[src/rtl/sps_pkg.sv]
package sps_pkg;

  typedef enum logic [1:0] {
    ST_IDLE,
    ST_MATCH,
    ST_WAIT_E,
    ST_DONE
  } sps_state_e;

  // Candidate takes the lead only on a strictly larger magnitude (lower index wins ties).
  function automatic logic beats_lead(input logic have_lead,
                                      input logic [31:0] cand,
                                      input logic [31:0] lead);
    return !have_lead || (cand > lead);
  endfunction

  // Limit clamp: zero means one, anything above capacity is capacity.
  function automatic int unsigned clamp_limit(input int unsigned req,
                                              input int unsigned cap);
    if (req == 0) return 1;
    if (req > cap) return cap;
    return req;
  endfunction

  // Energy test: fails when below threshold, unless fixed-count mode is on.
  function automatic logic energy_fails(input logic fixed_mode,
                                        input logic [31:0] energy,
                                        input logic [31:0] thresh);
    return !fixed_mode && (energy < thresh);
  endfunction

endpackage

[src/rtl/sps_keepmax.sv]
module sps_keepmax
  import sps_pkg::*;
#(
  parameter int MAG_W = 18,
  parameter int IDX_W = 7
) (
  input  logic             clk,
  input  logic             rst_n,
  input  logic             clear,
  input  logic             beat_vld,
  input  logic             beat_skip,
  input  logic [IDX_W-1:0] beat_idx,
  input  logic [MAG_W-1:0] beat_mag,
  output logic [IDX_W-1:0] pick_idx
);

  logic [MAG_W-1:0] lead_mag;
  logic [IDX_W-1:0] lead_idx;
  logic             lead_have;
  logic             take;

  assign take     = beat_vld && !beat_skip &&
                    beats_lead(lead_have, 32'(beat_mag), 32'(lead_mag));
  assign pick_idx = take ? beat_idx : lead_idx;

  always_ff @(posedge clk or negedge rst_n) begin
    if (!rst_n) begin
      lead_have <= 1'b0;
      lead_mag  <= '0;
      lead_idx  <= '0;
    end else if (clear) begin
      lead_have <= 1'b0;
      lead_mag  <= '0;
      lead_idx  <= '0;
    end else if (take) begin
      lead_have <= 1'b1;
      lead_mag  <= beat_mag;
      lead_idx  <= beat_idx;
    end
  end

  // within a pass the held maximum never shrinks and is never lost
  a_r3_lead_monotonic: assert property (@(posedge clk) disable iff (!rst_n)
    (lead_have && !clear) |=> (lead_have && lead_mag >= $past(lead_mag)));

  // an excluded column never takes the lead
  a_r4_skip_no_take: assert property (@(posedge clk) disable iff (!rst_n)
    (beat_vld && beat_skip && !clear) |=> $stable(lead_idx));

endmodule

[src/rtl/sps_support.sv]
module sps_support #(
  parameter int NCOL  = 101,
  parameter int IDX_W = 7,
  parameter int DEPTH = 8,
  parameter int CNT_W = 4
) (
  input  logic                   clk,
  input  logic                   rst_n,
  input  logic                   clear,
  input  logic                   push,
  input  logic [IDX_W-1:0]       push_idx,
  input  logic                   pop,
  output logic [DEPTH*IDX_W-1:0] list,
  output logic [CNT_W-1:0]       count,
  output logic [NCOL-1:0]        mask
);

  logic [IDX_W-1:0] slot [DEPTH];
  logic [IDX_W-1:0] top_idx;

  always_comb begin
    top_idx = '0;
    for (int i = 0; i < DEPTH; i++)
      if (count == CNT_W'(i + 1)) top_idx = slot[i];
  end

  always_ff @(posedge clk or negedge rst_n) begin
    if (!rst_n)       count <= '0;
    else if (clear)   count <= '0;
    else if (push)    count <= count + 1'b1;
    else if (pop)     count <= count - 1'b1;
  end

  for (genvar i = 0; i < DEPTH; i++) begin : g_slot
    always_ff @(posedge clk or negedge rst_n) begin
      if (!rst_n)                             slot[i] <= '0;
      else if (clear)                         slot[i] <= '0;
      else if (push && count == CNT_W'(i))    slot[i] <= push_idx;
      else if (pop && count == CNT_W'(i + 1)) slot[i] <= '0;
    end
    assign list[i*IDX_W +: IDX_W] = slot[i];
  end

  for (genvar c = 0; c < NCOL; c++) begin : g_mask
    always_ff @(posedge clk or negedge rst_n) begin
      if (!rst_n)                                 mask[c] <= 1'b0;
      else if (clear)                             mask[c] <= 1'b0;
      else if (push && push_idx == IDX_W'(c))     mask[c] <= 1'b1;
      else if (pop && top_idx == IDX_W'(c))       mask[c] <= 1'b0;
    end
  end

  // a pushed index was never already in the support
  a_r4_push_fresh: assert property (@(posedge clk) disable iff (!rst_n)
    (push && !clear) |-> !mask[push_idx]);

  // never push past capacity, never pop an empty list
  a_r12_bounds: assert property (@(posedge clk) disable iff (!rst_n)
    !((push && count == CNT_W'(DEPTH)) || (pop && count == '0)));

endmodule

[src/rtl/sparse_pick_ctrl.sv]
module sparse_pick_ctrl
  import sps_pkg::*;
#(
  parameter int NCOL        = 101,
  parameter int MAG_W       = 18,
  parameter int EN_W        = 24,
  parameter int MAX_SUPPORT = 8,
  localparam int IDX_W      = $clog2(NCOL),
  localparam int CNT_W      = $clog2(MAX_SUPPORT + 1)
) (
  input  logic                         clk,
  input  logic                         rst_n,
  input  logic                         start,
  input  logic [CNT_W-1:0]             cfg_limit,
  input  logic [EN_W-1:0]              cfg_thresh,
  input  logic                         cfg_fixed,
  input  logic                         corr_valid,
  input  logic [MAG_W-1:0]             corr_mag,
  input  logic                         energy_valid,
  input  logic [EN_W-1:0]              energy_val,
  output logic [MAX_SUPPORT*IDX_W-1:0] sup_list,
  output logic [CNT_W-1:0]             sup_count,
  output logic                         done,
  output logic                         stop_by_energy
);

  sps_state_e       state;
  logic [IDX_W-1:0] col;
  logic [CNT_W-1:0] limit_q;
  logic [EN_W-1:0]  thresh_q;
  logic             fixed_q;
  logic [NCOL-1:0]  mask;
  logic [IDX_W-1:0] pick_idx;

  // Named internal events
  logic beat, last_col, pass_end, e_beat, e_low, stop_energy_ev, stop_size_ev;

  assign beat           = (state == ST_MATCH) && corr_valid;
  assign last_col       = (col == IDX_W'(NCOL - 1));
  assign pass_end       = beat && last_col;
  assign e_beat         = (state == ST_WAIT_E) && energy_valid;
  assign e_low          = energy_fails(fixed_q, 32'(energy_val), 32'(thresh_q));
  assign stop_energy_ev = e_beat && e_low;
  assign stop_size_ev   = e_beat && !e_low && (sup_count == limit_q);

  sps_keepmax #(.MAG_W(MAG_W), .IDX_W(IDX_W)) u_max (
    .clk(clk), .rst_n(rst_n),
    .clear(start || pass_end),
    .beat_vld(beat), .beat_skip(mask[col]),
    .beat_idx(col), .beat_mag(corr_mag),
    .pick_idx(pick_idx)
  );

  sps_support #(.NCOL(NCOL), .IDX_W(IDX_W), .DEPTH(MAX_SUPPORT), .CNT_W(CNT_W)) u_sup (
    .clk(clk), .rst_n(rst_n),
    .clear(start),
    .push(pass_end && !start), .push_idx(pick_idx),
    .pop(stop_energy_ev && !start),
    .list(sup_list), .count(sup_count), .mask(mask)
  );

  always_ff @(posedge clk or negedge rst_n) begin
    if (!rst_n) begin
      state          <= ST_IDLE;
      col            <= '0;
      limit_q        <= CNT_W'(1);
      thresh_q       <= '0;
      fixed_q        <= 1'b0;
      done           <= 1'b0;
      stop_by_energy <= 1'b0;
    end else if (start) begin
      state          <= ST_MATCH;
      col            <= '0;
      limit_q        <= CNT_W'(clamp_limit(32'(cfg_limit), MAX_SUPPORT));
      thresh_q       <= cfg_thresh;
      fixed_q        <= cfg_fixed;
      done           <= 1'b0;
      stop_by_energy <= 1'b0;
    end else begin
      case (state)
        ST_MATCH: if (beat) begin
          col <= last_col ? '0 : col + 1'b1;
          if (last_col) state <= ST_WAIT_E;
        end
        ST_WAIT_E: if (e_beat) begin
          if (stop_energy_ev) begin
            state          <= ST_DONE;
            done           <= 1'b1;
            stop_by_energy <= 1'b1;
          end else if (stop_size_ev) begin
            state <= ST_DONE;
            done  <= 1'b1;
          end else begin
            state <= ST_MATCH;
          end
        end
        default: ;
      endcase
    end
  end

  // the end of a pass appends exactly one index
  a_r2_append: assert property (@(posedge clk) disable iff (!rst_n)
    (pass_end && !start) |=> (sup_count == $past(sup_count) + 1'b1));

  // an energy stop removes the last index and reports energy as the reason
  a_r6_energy_stop: assert property (@(posedge clk) disable iff (!rst_n)
    (stop_energy_ev && !start) |=> (done && stop_by_energy &&
                                    sup_count == $past(sup_count) - 1'b1));

  // the count never exceeds the captured limit
  a_r7_count_cap: assert property (@(posedge clk) disable iff (!rst_n)
    sup_count <= limit_q);

  // a finished run holds its result until the next start
  a_r11_done_hold: assert property (@(posedge clk) disable iff (!rst_n)
    (done && !start) |=> (done && $stable(sup_count) && $stable(sup_list)));

endmodule

[config.mk]
export PLATFORM = sky130hd
export DESIGN_NAME = sparse_pick_ctrl
export DESIGN_NICKNAME = d
export VERILOG_FILES = /design/src/rtl/sps_pkg.sv /design/src/rtl/sps_keepmax.sv /design/src/rtl/sps_support.sv /design/src/rtl/sparse_pick_ctrl.sv
export SDC_FILE = /design/constraint.sdc
export NUM_CORES = 1
export LEC_CHECK = 0
export ABC_CLOCK_PERIOD_IN_PS = 2550
export BUFFER_PORTS_ARGS = -buffer_cell sky130_fd_sc_hd__buf_4
export CAP_MARGIN = 20
export CORE_UTILIZATION = 42
export DETAILED_ROUTE_END_ITERATION = 6
export MAX_ROUTING_LAYER = met4
export PLACE_DENSITY_LB_ADDON = 0.12
export SLEW_MARGIN = 20
export SYNTH_ARGS = -nofsm -noshare
export SYNTH_HDL_FRONTEND = slang
export SYNTH_SLANG_ARGS = --single-unit
export TNS_END_PERCENT = 20
[constraint.sdc]
create_clock -name clk -period 2.55 [get_ports clk]
set_input_delay 0.51 -clock clk [delete_from_list [all_inputs] [get_ports clk]]
set_output_delay 0.51 -clock clk [all_outputs]
set_load 0.02 [all_outputs]
; After elaboration in Yosys (flattened, before gate mapping)
; Cells that the tools add are included.
[classes]
add_sub_neg = 3
mux = 375
eq_ne = 215
n_lt_le_gt_ge = 4
n_reduce_logical = 362
[op_table]
columns = operator, n
row1 = $eq A7 B7 Y1 const B, 75
row2 = $eq A7 B6 Y1 const B, 64
row3 = $reduce_bool A3 Y1, 112
row4 = $mux W1, 321
row5 = $mux W7, 38
row6 = $logic_and A1 B1 Y1, 229
row7 = $eq A7 B5 Y1 const B, 32
row8 = $eq A7 B4 Y1 const B, 16
row9 = $eq A7 B3 Y1 const B, 8
row10 = $mux W18, 2
row11 = $eq A7 B2 Y1 const B, 4
row12 = $lt A24 B24 Y1, 1
row13 = $mux W4, 6
row14 = $gt A18 B18 Y1, 1
row15 = $eq A4 B3 Y1 const B, 4
row16 = $eq A7 B1 Y1 const B, 2
row17 = $logic_not A7 Y1, 2
row18 = $mux W2, 6
row19 = $reduce_bool A2 Y1, 6
row20 = $ne A3 B3 Y1 const B, 3
row21 = $eq A4 B2 Y1 const B, 2
row22 = $logic_not A4 Y1, 2
row23 = $lt A7 B8 Y1 const B, 1
row24 = $add A7 B1 Y7 const B, 1
row25 = other kinds (15), 21
[totals]
regBits = 227
out_inout_bits = 62
wordCells = 1079
inputBits = 76

; Logic depth before layout (Yosys ltp)
; Gate-level depths: netlist (run 1).
[logic_depth]
depth_word = 14
ltp_mapped = 13
depth_no_buf = 10

; Hierarchy
; A second synthesis (run 1) with hierarchy kept.
[unflattened]
cells_unflattened = 1394
hier_area_um2 = 13469.2
[modules_own_cells]
columns = mod, cells_per_inst, n_inst, seq_area_each_um2, area_each_um2
row1 = sps_support, 890, 1, 4028.9, 8431.8
row2 = sparse_pick_ctrl, 321, 1, 1002.2, 3171.8
row3 = sps_keepmax, 183, 1, 650.6, 1865.5

; Worst setup path after synthesis (run 1)
; No wires, ideal clock.
[synth_path]
kind = input port to flip-flop
start = in energy_val[9]
end = reg u_sup.count[1]
path_slack_ns = -0.367
arrival_time_ns = 2.839
required_ns = 2.472
setup_ns = 0.078
stages = 11
path_buffers = 2
cell_sequence = ha_1 -> a21o_1 -> a21o_1 -> a2111oi_0 -> o21bai_1 -> a311oi_1 -> buf_2 -> buf_4 -> nor2_1 -> or3_1 -> a21oi_1
[synth_between]
elab_chain_cells = 5
[synth_lines]
columns = element, line_no
row1 = from (decl), sparse_pick_ctrl.sv:20  ; input logic [EN_W-1:0] energy_val,
row2 = $lt A24 B24 Y1, sps_pkg.sv:29  ; return !fixed_mode && (energy < thresh);
row3 = $logic_and A1 B1 Y1, sps_pkg.sv:29
row4 = $logic_and A1 B1 Y1, sparse_pick_ctrl.sv:43  ; assign stop_energy_ev = e_beat && e_low;
row5 = $logic_and A1 B1 Y1, sparse_pick_ctrl.sv:58  ; .pop(stop_energy_ev && !start),
row6 = $reduce_bool A3 Y1 (no source line), --
row7 = to (signal assigned), sps_support.sv:30  ; else if (push) count <= count + 1'b1;
row8 = to (signal assigned), sps_support.sv:31  ; else if (pop) count <= count - 1'b1;
row9 = to (decl), sps_support.sv:14  ; output logic [CNT_W-1:0] count,
; No other way between the ends.
; A chain may end at the register's enable or synchronous reset.

; Worst setup path after layout (run 1)
[layout_path]
start = reg col[0]
end = reg u_sup.slot, in the netlist u_sup.list[49]
[layout_between]
elab_chain_cells = 8
elab_cells_between_ends = 13
classes_between = eq/ne (1) / mux (5) / reduce/logical (7)
[layout_lines]
columns = element, line_no
row1 = from (decl), sparse_pick_ctrl.sv:28  ; logic [IDX_W-1:0] col;
row2 = from (signal assigned), sparse_pick_ctrl.sv:82  ; col <= last_col ? '0 : col + 1'b1;
row3 = $bmux W1 S7, sparse_pick_ctrl.sv:49  ; .beat_vld(beat), .beat_skip(mask[col]),
row4 = $mux W1 (not written as such), sparse_pick_ctrl.sv:49
row5 = $logic_not A1 Y1, sps_keepmax.sv:22  ; assign take = beat_vld && !beat_skip &&
row6 = $logic_and A1 B1 Y1 (2 in a row), sps_keepmax.sv:22
row7 = $mux W7, sps_keepmax.sv:24  ; assign pick_idx = take ? beat_idx : lead_idx;
row8 = $mux W7, sps_support.sv:38  ; else if (push && count == CNT_W'(i)) slot[i] <= push_idx;
row9 = $mux W7, sps_support.sv:37  ; else if (clear) slot[i] <= '0;
row10 = "to (signal, indexed assignment)", sps_support.sv:38
row11 = to (decl), sps_support.sv:18  ; logic [IDX_W-1:0] slot [DEPTH];
; Parallel ways exist; a longest one is shown, timed or not. The select of a mux whose other input is x is not followed.

==> impl_metrics.tcl, run 1 <==
set metrics [dict create \
    status "complete, but fails checks" \
    violations "DRC, setup timing" \
    start_util 0.426 \
    fmax_mhz 348 \
    area_growth_pct 31.0 \
    start_kind "flip-flop" \
    nets 1736 \
    n_fill_cell 2712 \
    layout-drive-gt1-share 0.297 \
    yosysMostFrequentCell "o21ai_0" \
    clock_latency_ns 0.55 \
    root_buffer "clkbuf_16" \
    yosysTopAreaCell "dfrtp_1" \
    ys.flop_type "dfrtp_1" \
    port_buffers 137 \
    remaining_drc_errors 1 \
    syn_avg_cell_area_sq_um 9.47 \
    clockBufferDepth 3 \
    gr-total-overflow 0 \
    grt_pass1_wl_um 65800 \
    synth_top_cells_by_count "228 x o21ai_0, 226 x dfrtp_1, 122 x nor2b_1" \
    yosysWarnings 0 \
    hp-start "cfg_thresh[6]" \
    cp_max_fo 8 \
    synthCells 1372 \
    ant_nets 0 \
    path_cells "buf_12 -> mux4_2 -> o2111ai_2 -> o311a_1 -> nand4_1 -> a311o_2 -> and2_4 -> a22o_4 -> a221o_1" \
    ys_seq_elements 227 \
    fp-row-count 64 \
    synth_edf_count 0 \
    drt-initial-drc-count 1098 \
    r2r-end "u_sup.list[49]$_DFFE_PN0P_" \
    core_area_sq_mm 0.0305 \
    grt_util_all_layers 0.280 \
    multi_input_area_sq_mm 0.00713 \
    grt_max_degree 179 \
    htree_levels 1 \
    diodes 0 \
    die-area_sq_mm 0.0317 \
    drt_wl_total_um 42600 \
    slew_violations 0 \
    worst_slew_pin_slew_ns 0.982 \
    stdcell_count 2028 \
    critical_path.startpoint "col[0]$_DFFE_PN0P_" \
    drv_cap 0 \
    first_pass_iters 7 \
    endpoint_kind "flip-flop" \
    hold_violations 0 \
    cp_slowest_cell "mux4_2" \
    p_leak_uw 0.00762 \
    synth_nets 1496 \
    cts_tree "done" \
    yosysSeqAreaShare 0.437 \
    via_per_inst 5.77 \
    finalSetupViolCount 173 \
    clk_pin_slew_ns 0.06 \
    rsz0062_at_grt "true" \
    routabilityCongestion 0.946 \
    relSlewSlack 0.341 \
    ys_async_sr_fraction 1.00 \
    crit_required_ns 2.98 \
    crit_arrival_ns 3.30 \
    synthTopCellsByArea "dfrtp_1 44%, o21ai_0 8.8%, nor2b_1 5.9%" \
    cts.sinks 227 \
    r2r-start "col[0]$_DFFE_PN0P_" \
    rr_worst_depth 9 \
    period_minus_slack_ns 2.88 \
    slowest_delay_ns 0.57 \
    setup_ws_ns -0.325 \
    max-vdd-ir-drop_uv 446 \
    min_path_cells 3 \
    syn_area_sq_mm 0.0130 \
    synthDistinctLibCells 83 \
    power-per-cell-area_mw_per_mm2 504 \
    num_io_pins 138 \
    clock_skew_ns 0.0169 \
    dp.cells 1965 \
    seq_area_sq_mm 0.00569 \
    die_x_um 178 \
    holdPathEnd "thresh_q[6]$_DFFE_PN0P_" \
    hp-class "input port to flip-flop" \
    r2r_slack_ns -0.33 \
    grt_pass1_vias 11545 \
    antenna_found_initial 0 \
    place_hpwl_um 29200 \
    finalSetupTns_ns -39.70 \
    yosysTopAreaCellShare 0.435 \
    vias 11693 \
    cts_made_buffers 27 \
    min_period_over_period 1.13 \
    die-height_um 178 \
    wl_per_cell_um 21.0 \
    worstSetupPathType "flip-flop to flip-flop" \
]
## cells in the final DEF, fill, tap and decap left out, types with 17 or more instances in the layout
master       n
o21ai_2     21
ha_1        44
nand3_1     38
nor2_1      79
buf_12      21
nand2_1    116
mux4_2      17
o21ai_0    123
nand3b_1    19
mux2i_1     28
o211ai_1    29
nor2b_1    119
inv_1       59
a21oi_1     34
dfrtp_1    223
buf_4      259
clkbuf_16   28
o21ai_1     98
## logic make-up (layout without fill, tap and decap cells)
family | after synthesis | after routing | share of synthesized area
adders and majority gates | 48 | 48 | 0.0462
DFF | 227 | 227 | 0.437
and+or+nand+nor | 452 | 456 | 0.179
muxes | 61 | 61 | 0.0700
buffers and inverters | 149 | 405 | 0.0537
xor gates and xnor gates | 9 | 9 | 0.00606
AOI/OAI and AO/OA | 426 | 426 | 0.208
## metrics by stage
stage / worst slack (ns) / hold WS [ns] / power [uW] / instance area [sq um] / utilization
after global routing: -0.420 / 0.169 / 8890 / 17000 / 0.558
after CTS: -0.320 / 0.149 / 8640 / 16700 / 0.548
final: -0.325 / 0.166 / 8590 / 17000 / 0.558
after detailed placement: -0.384 / 0.498 / 4620 / 15500 / 0.509
after floorplan: -0.0949 / 0.214 / 4220 / 13200 / -
after global placement: -0.348 / 0.488 / 4610 / 15500 / 0.509
## worst max-delay path by stage
stage,to,slack [ns],cells after the start
after floorplan,u_sup.list[28]$_DFFE_PN0P_,-0.09,9
after global placement,u_sup.list[37]$_DFFE_PN0P_,-0.35,12
after detailed placement,u_sup.list[44]$_DFFE_PN0P_,-0.38,12
after CTS,u_sup.list[35]$_DFFE_PN0P_,-0.32,9
after global routing,u_max.lead_mag[8]$_DFFE_PN0P_,-0.42,10
final,u_sup.list[49]$_DFFE_PN0P_,-0.33,9
## flip-flops by register name, indices dropped and copies added, names as in the netlist
name             cells
state                2
u_sup.list          56
fixed_q              1
u_sup.mask         101
stop_by_energy       1
done                 1
limit_q              4
u_sup.count          4
u_max.lead_mag      18
col                  7
u_max.lead_have      1
u_max.lead_idx       7
thresh_q            24
## area by class of cell
class	instances	share of cell area
well taps	396	0.0291
flip-flops and latches	227	0.334
clock inverters	7	0.00500
inverters	61	0.0135
multi-input cells	1000	0.419
repair buffers	295	0.150
clock buffers	42	0.0495
## routing by layer
layer | part of all wire | GRT usage | wire, um | up-vias
li1 | - | - | - | 5407
met1 | 0.42 | 0.369 | 18100 | 5668
met3 | 0.083 | 0.0499 | 3530 | 96
met4 | 0.035 | 0.0880 | 1480 | 0
met2 | 0.46 | 0.436 | 19500 | 522
met5 | 0 | - | 0 | -
## critical path, delay by kind of cell, from the launching register on
family | cells | cell delay [ns]
muxes | 1 | 0.57
buffers and inverters | 1 | 0.14
DFF | 1 | 0.40
and+or+nand+nor | 2 | 0.29
AOI/OAI and AO/OA | 5 | 1.36
## what timing repair did
action,in CTS,in global routing
pin swaps,20,19
buffers inserted,5,4
hold endpoints to repair,62,0
resized for setup,106,80
cloned,3,2
hold buffers,1,0
setup endpoints to repair,186,188
## where the power goes
group	internal, uW	switching, uW
Sequential	3670	33.0
Clock	2450	1550
Combinational	402	489
(Power assumes the default switching activity.)
==> run 2, diff against run 1 <==
Settings changed: CORE_UTILIZATION 42 to 54.
==> impl_metrics.tcl, run 2 (synthesis results as in run 1) <==
set metrics [dict create \
    final_cell_mix "272 x buf_4, 223 x dfrtp_1, 124 x o21ai_0" \
    worstSetupPathType "flip-flop to flip-flop" \
    finalSetupViolCount 181 \
    crit_arrival_ns 3.38 \
    path_cells "buf_12 -> mux4_2 -> o2111ai_2 -> o311a_1 -> nand4_1 -> a311o_2 -> a21o_4 -> nand4_1 -> buf_6 -> clkbuf_16 -> o21ai_1" \
    die-height_um 157 \
    drt-initial-drc-count 1128 \
    wl_per_cell_um 21.4 \
    clock_skew_ns 0.0185 \
    nets 1752 \
    cp_max_fo 8 \
    clk_pin_slew_ns 0.06 \
    n_fill_cell 1819 \
    clock_latency_ns 0.55 \
    hold_violations 0 \
    max-vdd-ir-drop_uv 562 \
    top_register "u_sup.mask" \
    slew_violations 0 \
    start_kind "flip-flop" \
    htree_levels 1 \
    path_buf_inv 3 \
    grt_max_degree 179 \
    finalPower_uw 8600 \
    largest_reg_flops 101 \
    drv_cap 0 \
    power-per-cell-area_mw_per_mm2 502 \
    cp_slowest_cell "mux4_2" \
    gr-total-overflow 0 \
    first_pass_iters 5 \
    rsz0062_at_grt "true" \
    area_growth_pct 31.7 \
    start_util 0.552 \
    crit_required_ns 2.96 \
    worst_slew_pin_slew_ns 0.956 \
    antenna_found_initial 0 \
    slowest_delay_ns 0.54 \
    status "complete, but fails checks" \
    grt_pass1_vias 11719 \
    die-area_sq_mm 0.0247 \
    fmax_mhz 336 \
    cts_made_buffers 27 \
    cts.sinks 227 \
    r2r_slack_ns -0.42 \
    remaining_drc_errors 0 \
    setup_ws_ns -0.423 \
    period_minus_slack_ns 2.97 \
    grt_pass1_wl_um 64000 \
    vias 12022 \
    relSlewSlack 0.358 \
    via_per_inst 6.11 \
    grt_util_all_layers 0.347 \
    routabilityCongestion 0.982 \
    final_common_cell "buf_4" \
    root_buffer "clkbuf_16" \
    cts_tree "done" \
    pre_cts_ws_ns -0.493 \
    diodes 0 \
    ant_nets 0 \
    violations "setup timing" \
    fp-row-count 56 \
    layout-drive-gt1-share 0.313 \
    port_buffers 137 \
    endpoint_kind "flip-flop" \
    p_leak_uw 0.00771 \
    place_hpwl_um 28400 \
    core_area_sq_mm 0.0235 \
    clockBufferDepth 3 \
    num_io_pins 138 \
    cp_common_cell "nand4_1" \
    hp-class "input port to flip-flop" \
    die_x_um 157 \
    finalSetupTns_ns -53.36 \
    min_period_over_period 1.17 \
    cpLargestDelayFamily "compound AO/OA/AOI/OAI gates" \
    hold_slack_ns 0.180 \
    drt_wl_total_um 42100 \
]
[run 2: cell types whose count changed in the layout (fill, tap and decap cells not counted), sizes merged]
cell and delta:
or4 -1, clkinvlp +3, buf +16, a21o +1
clkinv +2, nand3 -1, clkbuf -5, bufinv +1
[run 2: worst reg2reg max path, cell delays in order, from the launching register on]
cell	delay (ns)
dfrtp_4	0.49
buf_12	0.14
mux4_2	0.54
o2111ai_2	0.18
o311a_1	0.18
nand4_1	0.09
a311o_2	0.41
a21o_4	0.29
nand4_1	0.12
buf_6	0.14
clkbuf_16	0.17
o21ai_1	0.08
[run 2: metal layers]
metal  global-route usage  up-vias  share of wire
met5                    -        -              0
met4                0.164        0          0.054
met2                0.547      585           0.47
met3               0.0380      158          0.076
li1                     -     5444              -
met1                0.451     5835           0.40
[run 2: timing repair]
| action | 4_1_cts | 5_1_grt |
|---|---|---|
| hold endpoints to repair | 59 | 0 |
| gates cloned | 0 | 5 |
| gates resized for setup | 29 | 169 |
| hold buffers | 1 | 0 |
| setup endpoints to repair | 185 | 189 |
| pin swaps | 3 | 26 |
| setup buffers | 6 | 8 |
[run 2: worst paths after layout]
check / cells past startpoint / startpoint / end
setup / recovery: 11 / col[0]$_DFFE_PN0P_ / u_sup.mask[21]$_DFFE_PN0P_
hold / removal: 2 / cfg_limit[3] / limit_q[2]$_DFFE_PN0P_
setup reg to reg: 11 / col[0]$_DFFE_PN0P_ / u_sup.mask[21]$_DFFE_PN0P_
hold reg to reg: 2 / stop_by_energy$_DFFE_PN0P_ / stop_by_energy$_DFFE_PN0P_
max in group asynchronous: 3 / rst_n / col[5]$_DFFE_PN0P_
min in group asynchronous: 2 / rst_n / u_max.lead_mag[16]$_DFFE_PN0P_
[run 2: report_power, final]
part / leakage, uW / switching, uW / internal [uW] / total [uW]
combinational: 0.00417 / 496 / 420 / 916
clock: 0.000444 / 1590 / 2380 / 3980
sequential: 0.00309 / 35.4 / 3670 / 3710
[run 2: layout make-up]
cell class	count	area, sq um	share of cell area
inverter	61	230	0.0135
multi-input combinational	999	7190	0.420
sequential	227	5690	0.332
timing repair buffer	312	2710	0.158
clock buffer	36	759	0.0444
clock inverter	13	148	0.00863
tap	319	399	0.0233
[run 2: stage by stage]
step                       util  std cells  instance area, sq um
after floorplan               -       1372                 13200
after global placement    0.657       1898                 15500
after detailed placement  0.657       1898                 15500
after CTS                 0.703       1954                 16600
after global routing      0.727       1967                 17100
final                     0.727       1967                 17100
